`src/rtl/drintc_pkg.sv`:
```
package drintc_pkg;
  localparam int DATA_W = 32;
  localparam int ADDR_W = 4;
  localparam int SRC_N  = 32;
  localparam int IDX_W  = $clog2(SRC_N);
  localparam int GRP_SZ = 3;

  typedef enum logic [ADDR_W-1:0] {
    RA_SRC_PEND = 4'd0,
    RA_ROUTE    = 4'd1,
    RA_MASK     = 4'd2,
    RA_SVC      = 4'd3,
    RA_SVC_IDX  = 4'd4,
    RA_SUB_PEND = 4'd5,
    RA_SUB_MASK = 4'd6,
    RA_EXT_PEND = 4'd7,
    RA_EXT_MASK = 4'd8
  } reg_addr_e;
endpackage

```
`src/rtl/drintc_w1c_bank.sv`:
```
module drintc_w1c_bank #(
  parameter int            W    = 32,
  parameter logic [W-1:0]  IMPL = '1
) (
  input  logic         clk,
  input  logic         rst,
  input  logic [W-1:0] set_i,
  input  logic         clr_en_i,
  input  logic [W-1:0] clr_i,
  output logic [W-1:0] pend_d_o,
  output logic [W-1:0] pend_q_o
);
  logic [W-1:0] clr_eff;

  always_comb begin
    clr_eff  = clr_en_i ? clr_i : '0;
    // set wins over a same-edge clear
    pend_d_o = ((pend_q_o & ~clr_eff) | set_i) & IMPL;
  end

  always_ff @(posedge clk) begin
    if (rst) pend_q_o <= '0;
    else     pend_q_o <= pend_d_o;
  end

  p_set_kept_r12: assert property (@(posedge clk) disable iff (rst)
    (|(set_i & IMPL)) |=> ((pend_q_o & $past(set_i & IMPL)) == $past(set_i & IMPL)));
endmodule

```
`src/rtl/drintc_group_or.sv`:
```
module drintc_group_or #(
  parameter int N_GRP = 3,
  parameter int G_SZ  = 3
) (
  input  logic [N_GRP*G_SZ-1:0] pend_i,
  input  logic [N_GRP*G_SZ-1:0] mask_i,
  output logic [N_GRP-1:0]      hit_o
);
  for (genvar g = 0; g < N_GRP; g++) begin : g_grp
    assign hit_o[g] = |(pend_i[g*G_SZ +: G_SZ] & ~mask_i[g*G_SZ +: G_SZ]);
  end
endmodule

```
`src/rtl/drintc_pick.sv`:
```
module drintc_pick #(
  parameter int W  = 32,
  parameter int IW = $clog2(W)
) (
  input  logic [W-1:0]  req_i,
  output logic          hit_o,
  output logic [W-1:0]  onehot_o,
  output logic [IW-1:0] idx_o
);
  always_comb begin
    hit_o    = 1'b0;
    onehot_o = '0;
    idx_o    = '0;
    for (int i = W - 1; i >= 0; i--) begin
      if (req_i[i]) begin
        hit_o       = 1'b1;
        onehot_o    = '0;
        onehot_o[i] = 1'b1;
        idx_o       = IW'(i);
      end
    end
  end
endmodule

```
`src/rtl/dual_route_intc.sv`:
```
module dual_route_intc
  import drintc_pkg::*;
#(
  parameter int                  N_GRP      = 3,
  parameter int                  SUB_BASE   = 28,
  parameter int                  EXT_PARENT = 5,
  parameter logic [31:0]         SRC_IMPL   = 32'h7FFF_FFFF,
  parameter logic [3*N_GRP-1:0]  SUB_IMPL   = 'h0FF,
  parameter logic [31:0]         EXT_IMPL   = 32'h00FF_FFF0
) (
  input  logic                 clk,
  input  logic                 rst,
  input  logic                 reg_sel,
  input  logic                 reg_wr,
  input  logic [ADDR_W-1:0]    reg_addr,
  input  logic [DATA_W-1:0]    reg_wdata,
  output logic [DATA_W-1:0]    reg_rdata,
  input  logic [SRC_N-1:0]     src_req,
  input  logic [3*N_GRP-1:0]   sub_req,
  input  logic [DATA_W-1:0]    ext_req,
  output logic                 fiq_n,
  output logic                 irq_n
);
  localparam int SUB_W = GRP_SZ * N_GRP;

  logic we_src, we_route, we_mask, we_svc, we_idx;
  logic we_sub, we_submask, we_ext, we_extmask;

  always_comb begin
    we_src     = reg_sel && reg_wr && (reg_addr == RA_SRC_PEND);
    we_route   = reg_sel && reg_wr && (reg_addr == RA_ROUTE);
    we_mask    = reg_sel && reg_wr && (reg_addr == RA_MASK);
    we_svc     = reg_sel && reg_wr && (reg_addr == RA_SVC);
    we_idx     = reg_sel && reg_wr && (reg_addr == RA_SVC_IDX);
    we_sub     = reg_sel && reg_wr && (reg_addr == RA_SUB_PEND);
    we_submask = reg_sel && reg_wr && (reg_addr == RA_SUB_MASK);
    we_ext     = reg_sel && reg_wr && (reg_addr == RA_EXT_PEND);
    we_extmask = reg_sel && reg_wr && (reg_addr == RA_EXT_MASK);
  end

  // plain control registers
  logic [SRC_N-1:0]  route_q, route_d, mask_q, mask_d;
  logic [SUB_W-1:0]  submask_q;
  logic [DATA_W-1:0] extmask_q;

  always_comb begin
    route_d = we_route ? reg_wdata : route_q;
    mask_d  = we_mask  ? reg_wdata : mask_q;
  end

  always_ff @(posedge clk) begin
    if (rst) begin
      route_q   <= '0;
      mask_q    <= '1;
      submask_q <= '1;
      extmask_q <= '1;
    end else begin
      route_q <= route_d;
      mask_q  <= mask_d;
      if (we_submask) submask_q <= reg_wdata[SUB_W-1:0];
      if (we_extmask) extmask_q <= reg_wdata;
    end
  end

  // sub-source layer
  logic [SUB_W-1:0] sub_d, sub_q;
  logic [N_GRP-1:0] grp_hit;

  drintc_w1c_bank #(.W(SUB_W), .IMPL(SUB_IMPL)) u_sub_bank (
    .clk(clk), .rst(rst), .set_i(sub_req), .clr_en_i(we_sub),
    .clr_i(reg_wdata[SUB_W-1:0]), .pend_d_o(sub_d), .pend_q_o(sub_q)
  );

  drintc_group_or #(.N_GRP(N_GRP), .G_SZ(GRP_SZ)) u_grp (
    .pend_i(sub_q), .mask_i(submask_q), .hit_o(grp_hit)
  );

  // external layer
  logic [DATA_W-1:0] ext_d, ext_q;
  logic              ext_hit;

  drintc_w1c_bank #(.W(DATA_W), .IMPL(EXT_IMPL)) u_ext_bank (
    .clk(clk), .rst(rst), .set_i(ext_req), .clr_en_i(we_ext),
    .clr_i(reg_wdata), .pend_d_o(ext_d), .pend_q_o(ext_q)
  );

  assign ext_hit = |(ext_q & ~extmask_q);

  // main source layer
  logic [SRC_N-1:0] parent_vec, src_set, src_d, src_q;

  always_comb begin
    parent_vec = '0;
    for (int g = 0; g < N_GRP; g++) parent_vec[SUB_BASE + g] = grp_hit[g];
    parent_vec[EXT_PARENT] = parent_vec[EXT_PARENT] | ext_hit;
    src_set = src_req | parent_vec;
  end

  drintc_w1c_bank #(.W(SRC_N), .IMPL(SRC_IMPL)) u_src_bank (
    .clk(clk), .rst(rst), .set_i(src_set), .clr_en_i(we_src),
    .clr_i(reg_wdata), .pend_d_o(src_d), .pend_q_o(src_q)
  );

  // routed outputs follow the next-state values
  always_ff @(posedge clk) begin
    if (rst) begin
      fiq_n <= 1'b1;
      irq_n <= 1'b1;
    end else begin
      fiq_n <= ~|(src_d & ~mask_d &  route_d & SRC_IMPL);
      irq_n <= ~|(src_d & ~mask_d & ~route_d & SRC_IMPL);
    end
  end

  // in-service register and index
  logic [SRC_N-1:0] normal_vec, pick_oh, svc_q;
  logic [IDX_W-1:0] pick_idx, svc_idx_q;
  logic             pick_hit;

  assign normal_vec = src_q & ~mask_q & ~route_q & SRC_IMPL;

  drintc_pick #(.W(SRC_N), .IW(IDX_W)) u_pick (
    .req_i(normal_vec), .hit_o(pick_hit), .onehot_o(pick_oh), .idx_o(pick_idx)
  );

  always_ff @(posedge clk) begin
    if (rst) begin
      svc_q     <= '0;
      svc_idx_q <= '0;
    end else if (we_svc) begin
      svc_q     <= svc_q & ~reg_wdata;
      svc_idx_q <= '0;
    end else if ((svc_q == '0) && pick_hit) begin
      svc_q     <= pick_oh;
      svc_idx_q <= pick_idx;
    end
  end

  // registered read path
  always_ff @(posedge clk) begin
    if (rst) begin
      reg_rdata <= '0;
    end else if (reg_sel && !reg_wr) begin
      case (reg_addr)
        RA_SRC_PEND: reg_rdata <= src_q;
        RA_ROUTE:    reg_rdata <= route_q;
        RA_MASK:     reg_rdata <= mask_q;
        RA_SVC:      reg_rdata <= svc_q;
        RA_SVC_IDX:  reg_rdata <= {{(DATA_W-IDX_W){1'b0}}, svc_idx_q};
        RA_SUB_PEND: reg_rdata <= {{(DATA_W-SUB_W){1'b0}}, sub_q};
        RA_SUB_MASK: reg_rdata <= {{(DATA_W-SUB_W){1'b0}}, submask_q};
        RA_EXT_PEND: reg_rdata <= ext_q;
        RA_EXT_MASK: reg_rdata <= extmask_q;
        default:     reg_rdata <= '0;
      endcase
    end
  end

  p_fiq_cause_r2: assert property (@(posedge clk) disable iff (rst)
    !fiq_n |-> (|(src_q & ~mask_q & route_q & SRC_IMPL)));
  p_irq_cause_r3: assert property (@(posedge clk) disable iff (rst)
    !irq_n |-> (|(src_q & ~mask_q & ~route_q & SRC_IMPL)));
  p_svc_onehot_r7: assert property (@(posedge clk) disable iff (rst)
    $onehot0(svc_q));
  p_svc_idx_clear_r6: assert property (@(posedge clk) disable iff (rst)
    we_svc |=> (svc_idx_q == '0));
  p_idx_readonly_r11: assert property (@(posedge clk) disable iff (rst)
    (we_idx && (svc_q != '0)) |=> $stable(svc_idx_q));
endmodule

```
`config.mk`:
```
export PLATFORM = sky130hd
export DESIGN_NAME = dual_route_intc
export DESIGN_NICKNAME = d
export VERILOG_FILES = /design/src/rtl/drintc_pkg.sv /design/src/rtl/drintc_w1c_bank.sv /design/src/rtl/drintc_group_or.sv /design/src/rtl/drintc_pick.sv /design/src/rtl/dual_route_intc.sv
export SDC_FILE = /design/constraint.sdc
export NUM_CORES = 1
export LEC_CHECK = 0
export BUFFER_PORTS_ARGS = -buffer_cell sky130_fd_sc_hd__buf_2
export CAP_MARGIN = 40
export CELL_PAD_IN_SITES_DETAIL_PLACEMENT = 2
export CELL_PAD_IN_SITES_GLOBAL_PLACEMENT = 2
export CORE_UTILIZATION = 35
export DETAILED_ROUTE_END_ITERATION = 8
export MAX_ROUTING_LAYER = met4
export PLACE_DENSITY = 0.86
export RECOVER_POWER = 100
export SYNTH_ARGS = -nofsm -noshare
export SYNTH_HDL_FRONTEND = slang
export SYNTH_HIERARCHICAL = 1
export SYNTH_SLANG_ARGS = --single-unit
```
`constraint.sdc`:
```
create_clock -name clk -period 3.7 [get_ports clk]
set_input_delay 0.555 -clock clk [delete_from_list [all_inputs] [get_ports clk]]
set_output_delay 0.555 -clock clk [all_outputs]
set_load 0.05 [all_outputs]
```
==> run_results.csv, run 1 <==
group,metric,value,unit
outcome,status,"finished, violations left",
outcome,failed_checks,"capacitance limit, slew limit",
floorplan,die_area,36990,um^2
routing,drc_errors,0,
routing,firstDrtPassIters,6,
global_route,grt.overflow.total,0,
power_and_ir_drop,power.share.switching,28.75,%
power_and_ir_drop,p_int,4.706,mW
clocking,cts_root_buffer,"clkbuf_16",
power_and_ir_drop,p_per_area,437.4,nW/um^2
routing,post_drt_wl_per_cell,29.73,um
clocking,cts_made_buffers,29,
final_layout,fin_util,42.45,%
timing,fmax,274.2,MHz
worst_setup_path,arrival,4.14,ns
synth,ys_warn_count,6,
routing,drtIter0Drc,1434,
timing,setup_tns,0,ns
power_and_ir_drop,combPwrFrac,13.1,%
clocking,clk_pin_slew,0.06,ns
routing,ant_nets,0,
power_and_ir_drop,vdd_drop_max,0.0003809,V
placed_design,port_buffers,132,
clocking,ctsHtreeMaxLevel,1,
power_and_ir_drop,power.switching,1.899,mW
worst_setup_path,worst_ep_required_time,4.19,ns
synth,netlist_area,12680,um^2
final_layout,layout_commonest_cell,"nand2_1",
final_layout,finalNonFillerCells,2253,
timing,hold_violations,0,
worst_setup_path,r2r_setup_slack,0.11,ns
timing,setup_slack,0.05331,ns
worst_setup_path,crit_fanout,29,
worst_setup_path,crit_type,"in2reg",
final_layout,synthToLayoutAreaGrowth,19.10,%
final_layout,drive_gt1_share,14.97,%
floorplan,num_rows,69,
floorplan,die_y,192.3,um
clocking,clk_latency,0.59,ns
timing,timing.final.crit_period,3.647,ns
routing,wirelength,66990,um
clocking,clockBufferDepth,3,
power_and_ir_drop,p_clk_share,46.0,%
worst_setup_path,start_kind,"input port",
synth,syn_avg_cell_area,7.773,um^2
global_route,grt_antenna_before_repair,2,
timing,setup_viol,0,
final_layout,design_area,15100,um^2
global_route,grt_max_degree,68,
timing,slew_violations,66,
power_and_ir_drop,leakage,6.091,nW
placed_design,dp.cells,2200,
routing,vias_per_cell,6.394,
global_route,grt_pass1_vias,15490,
floorplan,initial_core_util,35.64,%
clocking,cts_tree,"done",
run,maxCapViolations,1,
worst_setup_path,cp-end-kind,"register",
global_route,grt_usage,37.08,%
floorplan,dieWidth,192.3,um
power_and_ir_drop,pwr-share-seq,40.9,%
placed_design,place_ws,0.1693,ns
placed_design,routabilityCongestion,0.9330,
placed_design,placed_area,14180,um^2
final_layout,fin_nets,1883,
timing,rsz0062_at_grt,"no",
timing,clock_skew,0.02271,ns
timing,fin_crit_sh,98.56,%
floorplan,pin_count,147,
floorplan,core-area,35570,um^2
placed_design,hpwlAfterDp,43980,um
clocking,cts_sinks,235,
final_layout,layout_common_cells,"nand2_1 (244), dfxtp_1 (235), nor2_1 (181), a21oi_1 (107), inv_1 (105)",
routing,vias,14410,
timing,relSlewSlack,-31.17,%
global_route,grt_pass1_wl,99750,um
synth,syn_inst,1631,
worst_hold_path,holdCritPathClass,"in2reg",
timing,worstMarginPinSlew,1.968,ns
state kept, by name, summed over array words and instances (netlist names):
signal and flops:
extmask_q 32, fiq_n 1, irq_n 1, mask_q 32, reg_rdata 32, route_q 32
submask_q 9, svc_idx_q 5, svc_q 32, u_ext_bank/pend_q_o 20, u_src_bank/pend_q_o 31, u_sub_bank/pend_q_o 8
layer usage:
layer	vias to the layer above	GRT usage (%)	share of wire [%]
met3	269	6.801	7.8
met2	800	59.99	47
li1	6100	-	-
met4	0	19.78	6.0
met1	7237	43.62	39
met5	-	-	0
worst max-delay path: stages:
cell and delay (ns):
clkbuf_1 0.60, nand4bb_2 0.37, or2_0 0.71, buf_12 0.30
mux2_1 0.38, nand4_1 0.24, nand4_1 0.22, nor4_1 0.34
buf_4 0.19, a31o_1 0.20
power groups by stage:
stage | sequential [mW] | combinational, mW | clock, mW
final | 2.70 | 0.865 | 3.04
after global routing | 2.70 | 0.898 | 3.16
after CTS | 2.70 | 0.841 | 3.06
after detailed placement | 2.75 | 0.810 | 0
after global placement | 2.74 | 0.748 | 0
after floorplan | 2.76 | 0.406 | 0
final timing paths:
path / startpoint / end / cells past startpoint
setup / recovery: reg_addr[2] / fiq_n$_SDFF_PP1_ / 10
hold / removal: ext_req[12] / u_ext_bank/pend_q_o[12]$_SDFF_PP0_ / 3
setup reg to reg: u_src_bank/pend_q_o[4]$_SDFF_PP0_ / svc_q[2]$_SDFFE_PP0P_ / 14
hold reg to reg: reg_rdata[11]$_SDFFE_PP0P_ / reg_rdata[11]$_SDFFE_PP0P_ / 2
timing repair:
item / 4_1_cts / 5_1_grt
hold buffers: 0 / 0
buffers inserted: 0 / 0
hold endpoints to repair: 0 / 0
pin swaps: 0 / 0
cloned: 0 / 0
setup endpoints to repair: 22 / 34
gates resized for setup: 5 / 7
metrics by stage:
step,power (mW),hold WS (ns)
2_1_floorplan,3.168,0.4360
3_3_place_gp,3.489,0.4501
3_5_place_dp,3.558,0.4634
5_1_grt,6.758,0.2549
4_1_cts,6.599,0.2382
6_report,6.605,0.2497
cell type report:
cell class,count,area [um^2]
Sequential cell,235,4705
Antenna cell,2,5.005
Timing Repair Buffer,213,1315
Tap cell,461,576.8
Multi-Input combinational cell,1185,7114
Clock buffer,40,827.0
Clock inverter,11,158.9
Fill cell,4020,20470
Inverter,106,397.9
(Power assumes the default switching activity.)
==> run 2: changes to the inputs <==
--- a/config.mk
+++ b/config.mk
@@ -9,10 +9,10 @@
 export CAP_MARGIN = 40
 export CELL_PAD_IN_SITES_DETAIL_PLACEMENT = 2
 export CELL_PAD_IN_SITES_GLOBAL_PLACEMENT = 2
-export CORE_UTILIZATION = 35
+export CORE_UTILIZATION = 31
 export DETAILED_ROUTE_END_ITERATION = 8
 export MAX_ROUTING_LAYER = met4
-export PLACE_DENSITY = 0.86
+export PLACE_DENSITY = 0.81
 export RECOVER_POWER = 100
 export SYNTH_ARGS = -nofsm -noshare
 export SYNTH_HDL_FRONTEND = slang
==> constraint.sdc (replaced) <==
create_clock -name clk -period 3.11 [get_ports clk]
set_input_delay 0.4665 -clock clk [delete_from_list [all_inputs] [get_ports clk]]
set_output_delay 0.4665 -clock clk [all_outputs]
set_load 0.05 [all_outputs]
==> run_results.csv, run 2 (synthesis results as in run 1) <==
group,metric,value,unit
outcome,status,"completed",
routing,highest_layer,"met4",
routing,ant_nets,0,
timing,setup_viol,0,
timing,worstMarginPinSlew,1.403,ns
routing,vias,14210,
global_route,grt.overflow.total,0,
routing,drtIter0Drc,1041,
final_layout,ff_latch_area,4711,um^2
clocking,cts_tree,"done",
clocking,clk_latency,0.60,ns
routing,dr_wl_met3,3842,um
worst_setup_path,crit_fanout,8,
clocking,cts_root_buffer,"clkbuf_16",
global_route,grt_usage,31.13,%
routing,wl_met2,31060,um
worst_setup_path,reg2reg_to,"svc_q[6]$_SDFFE_PP0P_",
worst_setup_path,arrival,3.57,ns
timing,clock_skew,0.02430,ns
timing,fmax,323.9,MHz
final_layout,drive_gt1_share,19.30,%
timing,hold_violations,0,
worst_hold_path,hp-start,"ext_req[6]",
worst_setup_path,start_kind,"register",
global_route,grt_pass1_vias,15050,
floorplan,dieWidth,204.2,um
routing,firstDrtPassIters,7,
routing,wirelength,65540,um
final_layout,multi_input_area,7209,um^2
floorplan,pin_count,147,
final_layout,fin_nets,1945,
run,maxCapViolations,0,
timing,setup_tns,0,ns
clocking,cts_made_buffers,31,
floorplan,num_rows,73,
routing,post_drt_wl_per_cell,27.51,um
routing,wl_met1,27130,um
power_and_ir_drop,p_per_area,507.7,nW/um^2
final_layout,layout_commonest_cell,"nand2_1",
worst_setup_path,cp-end-kind,"register",
worst_setup_path,startpoint,"mask_q[2]$_SDFF_PP1_",
final_layout,fin_util,39.66,%
routing,vias_per_cell,5.966,
final_layout,fillers,4548,
timing,relSlewSlack,6.462,%
worst_setup_path,r2r_setup_slack,0.02,ns
clocking,postCtsHoldBufs,0,
power_and_ir_drop,vdd_drop_max,0.0003795,V
clocking,clk_pin_slew,0.06,ns
placed_design,port_buffers,132,
timing,timing.final.crit_period,3.088,ns
worst_setup_path,crit_type,"reg2reg",
routing,drc_errors,0,
floorplan,initial_core_util,31.69,%
worst_setup_path,worst_ep_required_time,3.59,ns
floorplan,core-area,40010,um^2
worst_hold_path,hold_depth,3,
clocking,clockBufferDepth,3,
global_route,grt_pass1_wl,95270,um
clocking,cts_sinks,235,
worst_hold_path,holdCritPathClass,"in2reg",
clocking,ctsHtreeMaxLevel,1,
worst_setup_path,r2r_cells,15,
final_layout,synthToLayoutAreaGrowth,25.14,%
global_route,grt_max_degree,138,
floorplan,die_y,204.2,um
timing,slew_violations,0,
placed_design,hpwlAfterDp,45380,um
power_and_ir_drop,leakage,6.463,nW
final_layout,layout_common_cells,"nand2_1 (243), dfxtp_1 (232), nor2_1 (179), a21oi_1 (107), buf_4 (106)",
worst_setup_path,worstReg2RegStart,"mask_q[2]$_SDFF_PP1_",
worst_hold_path,hold_end,"u_ext_bank/pend_q_o[6]$_SDFF_PP0_",
global_route,grt_antenna_before_repair,2,
timing,fin_crit_sh,99.29,%
placed_design,routabilityCongestion,0.9617,
floorplan,die_area,41710,um^2
run 2: changes by cell type in the layout (fill, tap and decap cells not counted), moves of 5 or more:
cell / delta
buf_12: +8
buf_4: +45
clkbuf_1: +5
clkbuf_16: +5
mux2_1: -5
mux2_2: +5
nor3b_1: -6
nor3b_2: +6
o21ai_0: -8
o21ai_1: +8
run 2: metal layers:
metal | vias to the layer above | global-route usage, %
met2 | 545 | 50.61
met4 | 0 | 15.17
li1 | 6233 | -
met1 | 7234 | 37.64
met5 | - | -
met3 | 200 | 4.512
run 2: worst max-delay path by stage:
| stage | cells after the start | endpoint | slack [ns] |
|---|---|---|---|
| floorplan | 15 | svc_q[10]$_SDFFE_PP0P_ | 0.23 |
| CTS | 14 | svc_q[6]$_SDFFE_PP0P_ | 0.008 |
| detailed placement | 11 | fiq_n$_SDFF_PP1_ | -0.08 |
| global placement | 11 | fiq_n$_SDFF_PP1_ | 0.07 |
| finish | 15 | svc_q[6]$_SDFFE_PP0P_ | 0.02 |
| global route | 11 | fiq_n$_SDFF_PP1_ | -0.01 |
run 2: repair_timing:
item / CTS / global route
buffers inserted: 0 / 1
setup endpoints to repair: 34 / 33
pin swaps: 0 / 13
gates resized for setup: 13 / 32
gates cloned: 0 / 4
run 2: area by class of cell:
type,count,area share [%]
Multi-Input combinational cell,1185,45.44
Sequential cell,235,29.69
Timing Repair Buffer,273,11.63
Clock buffer,40,5.481
Tap cell,525,4.140
Inverter,106,2.508
Clock inverter,16,1.073
Antenna cell,2,0.03155
run 2: power by group:
group / internal [mW] / switching, mW / leakage [nW]
Sequential: 3.11 / 0.0904 / 1.92
Clock: 2.21 / 1.50 / 0.517
Combinational: 0.393 / 0.746 / 4.02
run 2: worst max-delay path, cell delays in order (launching register included):
cell     delay [ns]
dfxtp_1        0.39
nor3b_1        0.08
buf_4          0.16
nor4_4         0.41
nand3_4        0.14
nor3_4         0.22
nand2_1        0.08
nor4b_1        0.14
nand4_1        0.13
nor4_2         0.06
buf_4          0.14
and4_4         0.20
a31oi_4        0.32
buf_12         0.19
o21ai_1        0.11
a21oi_1        0.21
run 2: through the flow:
step | power [mW] | std cells | area (um^2) | hold WS (ns) | setup WS, ns
final | 8.055 | 2382 | 15870 | 0.1443 | 0.02220
after detailed placement | 4.265 | 2320 | 14720 | 0.4589 | -0.07760
after CTS | 7.977 | 2376 | 15820 | 0.1349 | 0.008400
after floorplan | 3.769 | 1644 | 12730 | 0.4360 | 0.2272
after global placement | 4.215 | 2319 | 14710 | 0.4422 | 0.07487
after global routing | 8.272 | 2382 | 15870 | 0.1567 | -0.01132
==> run 3: changes to the inputs <==
--- a/config.mk
+++ b/config.mk
@@ -5,14 +5,15 @@
 export SDC_FILE = /design/constraint.sdc
 export NUM_CORES = 1
 export LEC_CHECK = 0
+export ABC_AREA = 1
 export BUFFER_PORTS_ARGS = -buffer_cell sky130_fd_sc_hd__buf_2
 export CAP_MARGIN = 40
 export CELL_PAD_IN_SITES_DETAIL_PLACEMENT = 2
 export CELL_PAD_IN_SITES_GLOBAL_PLACEMENT = 2
-export CORE_UTILIZATION = 31
+export CORE_UTILIZATION = 29
 export DETAILED_ROUTE_END_ITERATION = 8
 export MAX_ROUTING_LAYER = met4
-export PLACE_DENSITY = 0.81
+export PLACE_DENSITY = 0.82
 export RECOVER_POWER = 100
 export SYNTH_ARGS = -nofsm -noshare
 export SYNTH_HDL_FRONTEND = slang
==> run_results.csv, run 3 <==
group,metric,value,unit
global_route,grt_usage,29.04,%
floorplan,initial_core_util,29.41,%
worst_setup_path,start_kind,"register",
power_and_ir_drop,total_power,7.470,mW
clocking,cts_root_buffer,"clkbuf_16",
worst_hold_path,holdCritPathClass,"in2reg",
routing,vias_per_cell,5.303,
final_layout,fin_nets,2414,
timing,rsz0062_at_grt,"no",
routing,drc_errors,0,
worst_setup_path,cp_common_cell,"nand2_1",
worst_setup_path,cp-end-kind,"register",
worst_setup_path,critPathSlowestCell,"nor3_1",
clocking,cts_made_buffers,29,
timing,slew_violations,81,
synth,syn_avg_cell_area,6.156,um^2
placed_design,hpwlAfterDp,49020,um
synth,ys_warn_count,6,
timing,clock_skew,0.01784,ns
power_and_ir_drop,vdd_drop_max,0.0004247,V
floorplan,pin_count,147,
floorplan,dieWidth,216.5,um
clocking,post_cts_buffers,0,
timing,worstMarginPinSlew,1.649,ns
outcome,status,"finished, violations left",
global_route,grt_pass1_vias,17010,
final_layout,drive_gt1_share,10.72,%
worst_setup_path,arrival,3.49,ns
placed_design,routabilityCongestion,0.9069,
worst_setup_path,crit_type,"reg2reg",
timing,fin_crit_sh,97.48,%
timing,fmax,329.8,MHz
clocking,ctsHtreeMaxLevel,1,
clocking,cts_sinks,235,
floorplan,die_y,216.5,um
timing,setup_viol,0,
power_and_ir_drop,power.share.switching,30.07,%
placed_design,placed_area,14900,um^2
routing,post_drt_wl_per_cell,22.74,um
placed_design,port_buffers,132,
routing,vias,15500,
power_and_ir_drop,p_per_area,478.4,nW/um^2
synth,netlist_area,13350,um^2
power_and_ir_drop,combPwrFrac,13.2,%
routing,ant_nets,0,
timing,timing.hold.ws,0.1378,ns
routing,wirelength,66460,um
power_and_ir_drop,pwr-share-seq,42.8,%
global_route,grt_pass1_wl,102200,um
run,maxCapViolations,3,
power_and_ir_drop,p_clk_share,44.0,%
global_route,grt_antenna_before_repair,0,
timing,setup_tns,0,ns
clocking,cts_tree,"done",
final_layout,layout_common_cells,"nand2_1 (768), inv_1 (278), dfxtp_1 (235), nor2_1 (171), a21oi_1 (135)",
timing,timing.final.crit_period,3.032,ns
clocking,clockBufferDepth,3,
floorplan,num_rows,78,
power_and_ir_drop,leakage,7.779,nW
power_and_ir_drop,p_int,5.224,mW
floorplan,core-area,45380,um^2
routing,drtIter0Drc,850,
final_layout,num_antenna_cells,0,
floorplan,die_area,46890,um^2
final_layout,layout_commonest_cell,"nand2_1",
global_route,grt.overflow.total,0,
synth,syn_inst,2168,
worst_setup_path,slowest_delay,0.51,ns
timing,relSlewSlack,-9.950,%
outcome,failed_checks,"capacitance limit, slew limit",
clocking,clk_pin_slew,0.06,ns
final_layout,design_area,15620,um^2
worst_setup_path,worst_ep_required_time,3.57,ns
global_route,grt_max_degree,76,
worst_setup_path,crit_chain,"inv_1 -> nor3_1 -> nor2_1 -> inv_1 -> nor2_1 -> inv_2 -> nor4_1 -> nand2_1 -> nand3_1 -> nor4_1 -> buf_4 -> nand3_1 -> nand2_1 -> buf_12 -> nand2_1 -> nand2_1 -> nand2_1",
worst_setup_path,crit_fanout,17,
power_and_ir_drop,power.switching,2.246,mW
timing,hold_violations,0,
routing,firstDrtPassIters,5,
clocking,clk_latency,0.57,ns
clocking,postCtsHoldBufs,0,
final_layout,synthToLayoutAreaGrowth,17.00,%
[run 3: final timing paths]
path	from	end	cells after the start	slack (ns)
worst max-delay path	u_src_bank/pend_q_o[2]$_SDFF_PP0_	svc_q[7]$_SDFFE_PP0P_	17	0.08
worst max register to register	u_src_bank/pend_q_o[2]$_SDFF_PP0_	svc_q[7]$_SDFFE_PP0P_	17	0.08
worst min register to register	u_ext_bank/pend_q_o[8]$_SDFF_PP0_	u_ext_bank/pend_q_o[8]$_SDFF_PP0_	2	0.47
worst min-delay path	ext_req[9]	u_ext_bank/pend_q_o[9]$_SDFF_PP0_	3	0.14
[run 3: what timing repair did]
action,in CTS,in global routing
pin swaps,0,0
setup endpoints to repair,1,33
resized for setup,1,4
[run 3: critical path, delay by kind of cell (launching register included)]
family / cells / cell delay, ns
simple gates: 12 / 1.94
flops: 1 / 0.34
buf+inv: 5 / 0.62
[run 3: power groups by stage]
stage / clock network, mW / registers, mW / logic (mW)
CTS: 3.33 / 3.19 / 1.00
global placement: 0 / 3.25 / 0.942
detailed placement: 0 / 3.26 / 0.987
floorplan: 0 / 3.28 / 0.510
global route: 3.44 / 3.20 / 1.06
finish: 3.28 / 3.20 / 0.989
[run 3: final cells by class]
class | instances | area, um^2
Clock buffer | 43 | 838.3
Clock inverter | 9 | 50.05
Fill cell | 5635 | 29770
Inverter | 296 | 1111
Multi-Input combinational cell | 1537 | 7027
Sequential cell | 235 | 4705
Tap cell | 600 | 750.7
Timing Repair Buffer | 202 | 1134
[run 3: routing by layer]
layer | vias to the layer above | wire length, um | global-route usage (%)
met3 | 130 | 2588 | 3.368
met5 | - | 0 | -
met1 | 7834 | 28760 | 34.95
met4 | 0 | 2626 | 10.96
li1 | 7190 | - | -
met2 | 341 | 32480 | 49.53
[run 3: per-stage QoR]
step	util (%)	setup slack, ns	std cells
after floorplan	-	0.8560	2181
after global placement	32.80	0.2562	2869
after detailed placement	32.84	0.1264	2870
after CTS	34.81	0.09788	2922
after global routing	34.41	0.004252	2922
final	34.41	0.07830	2922
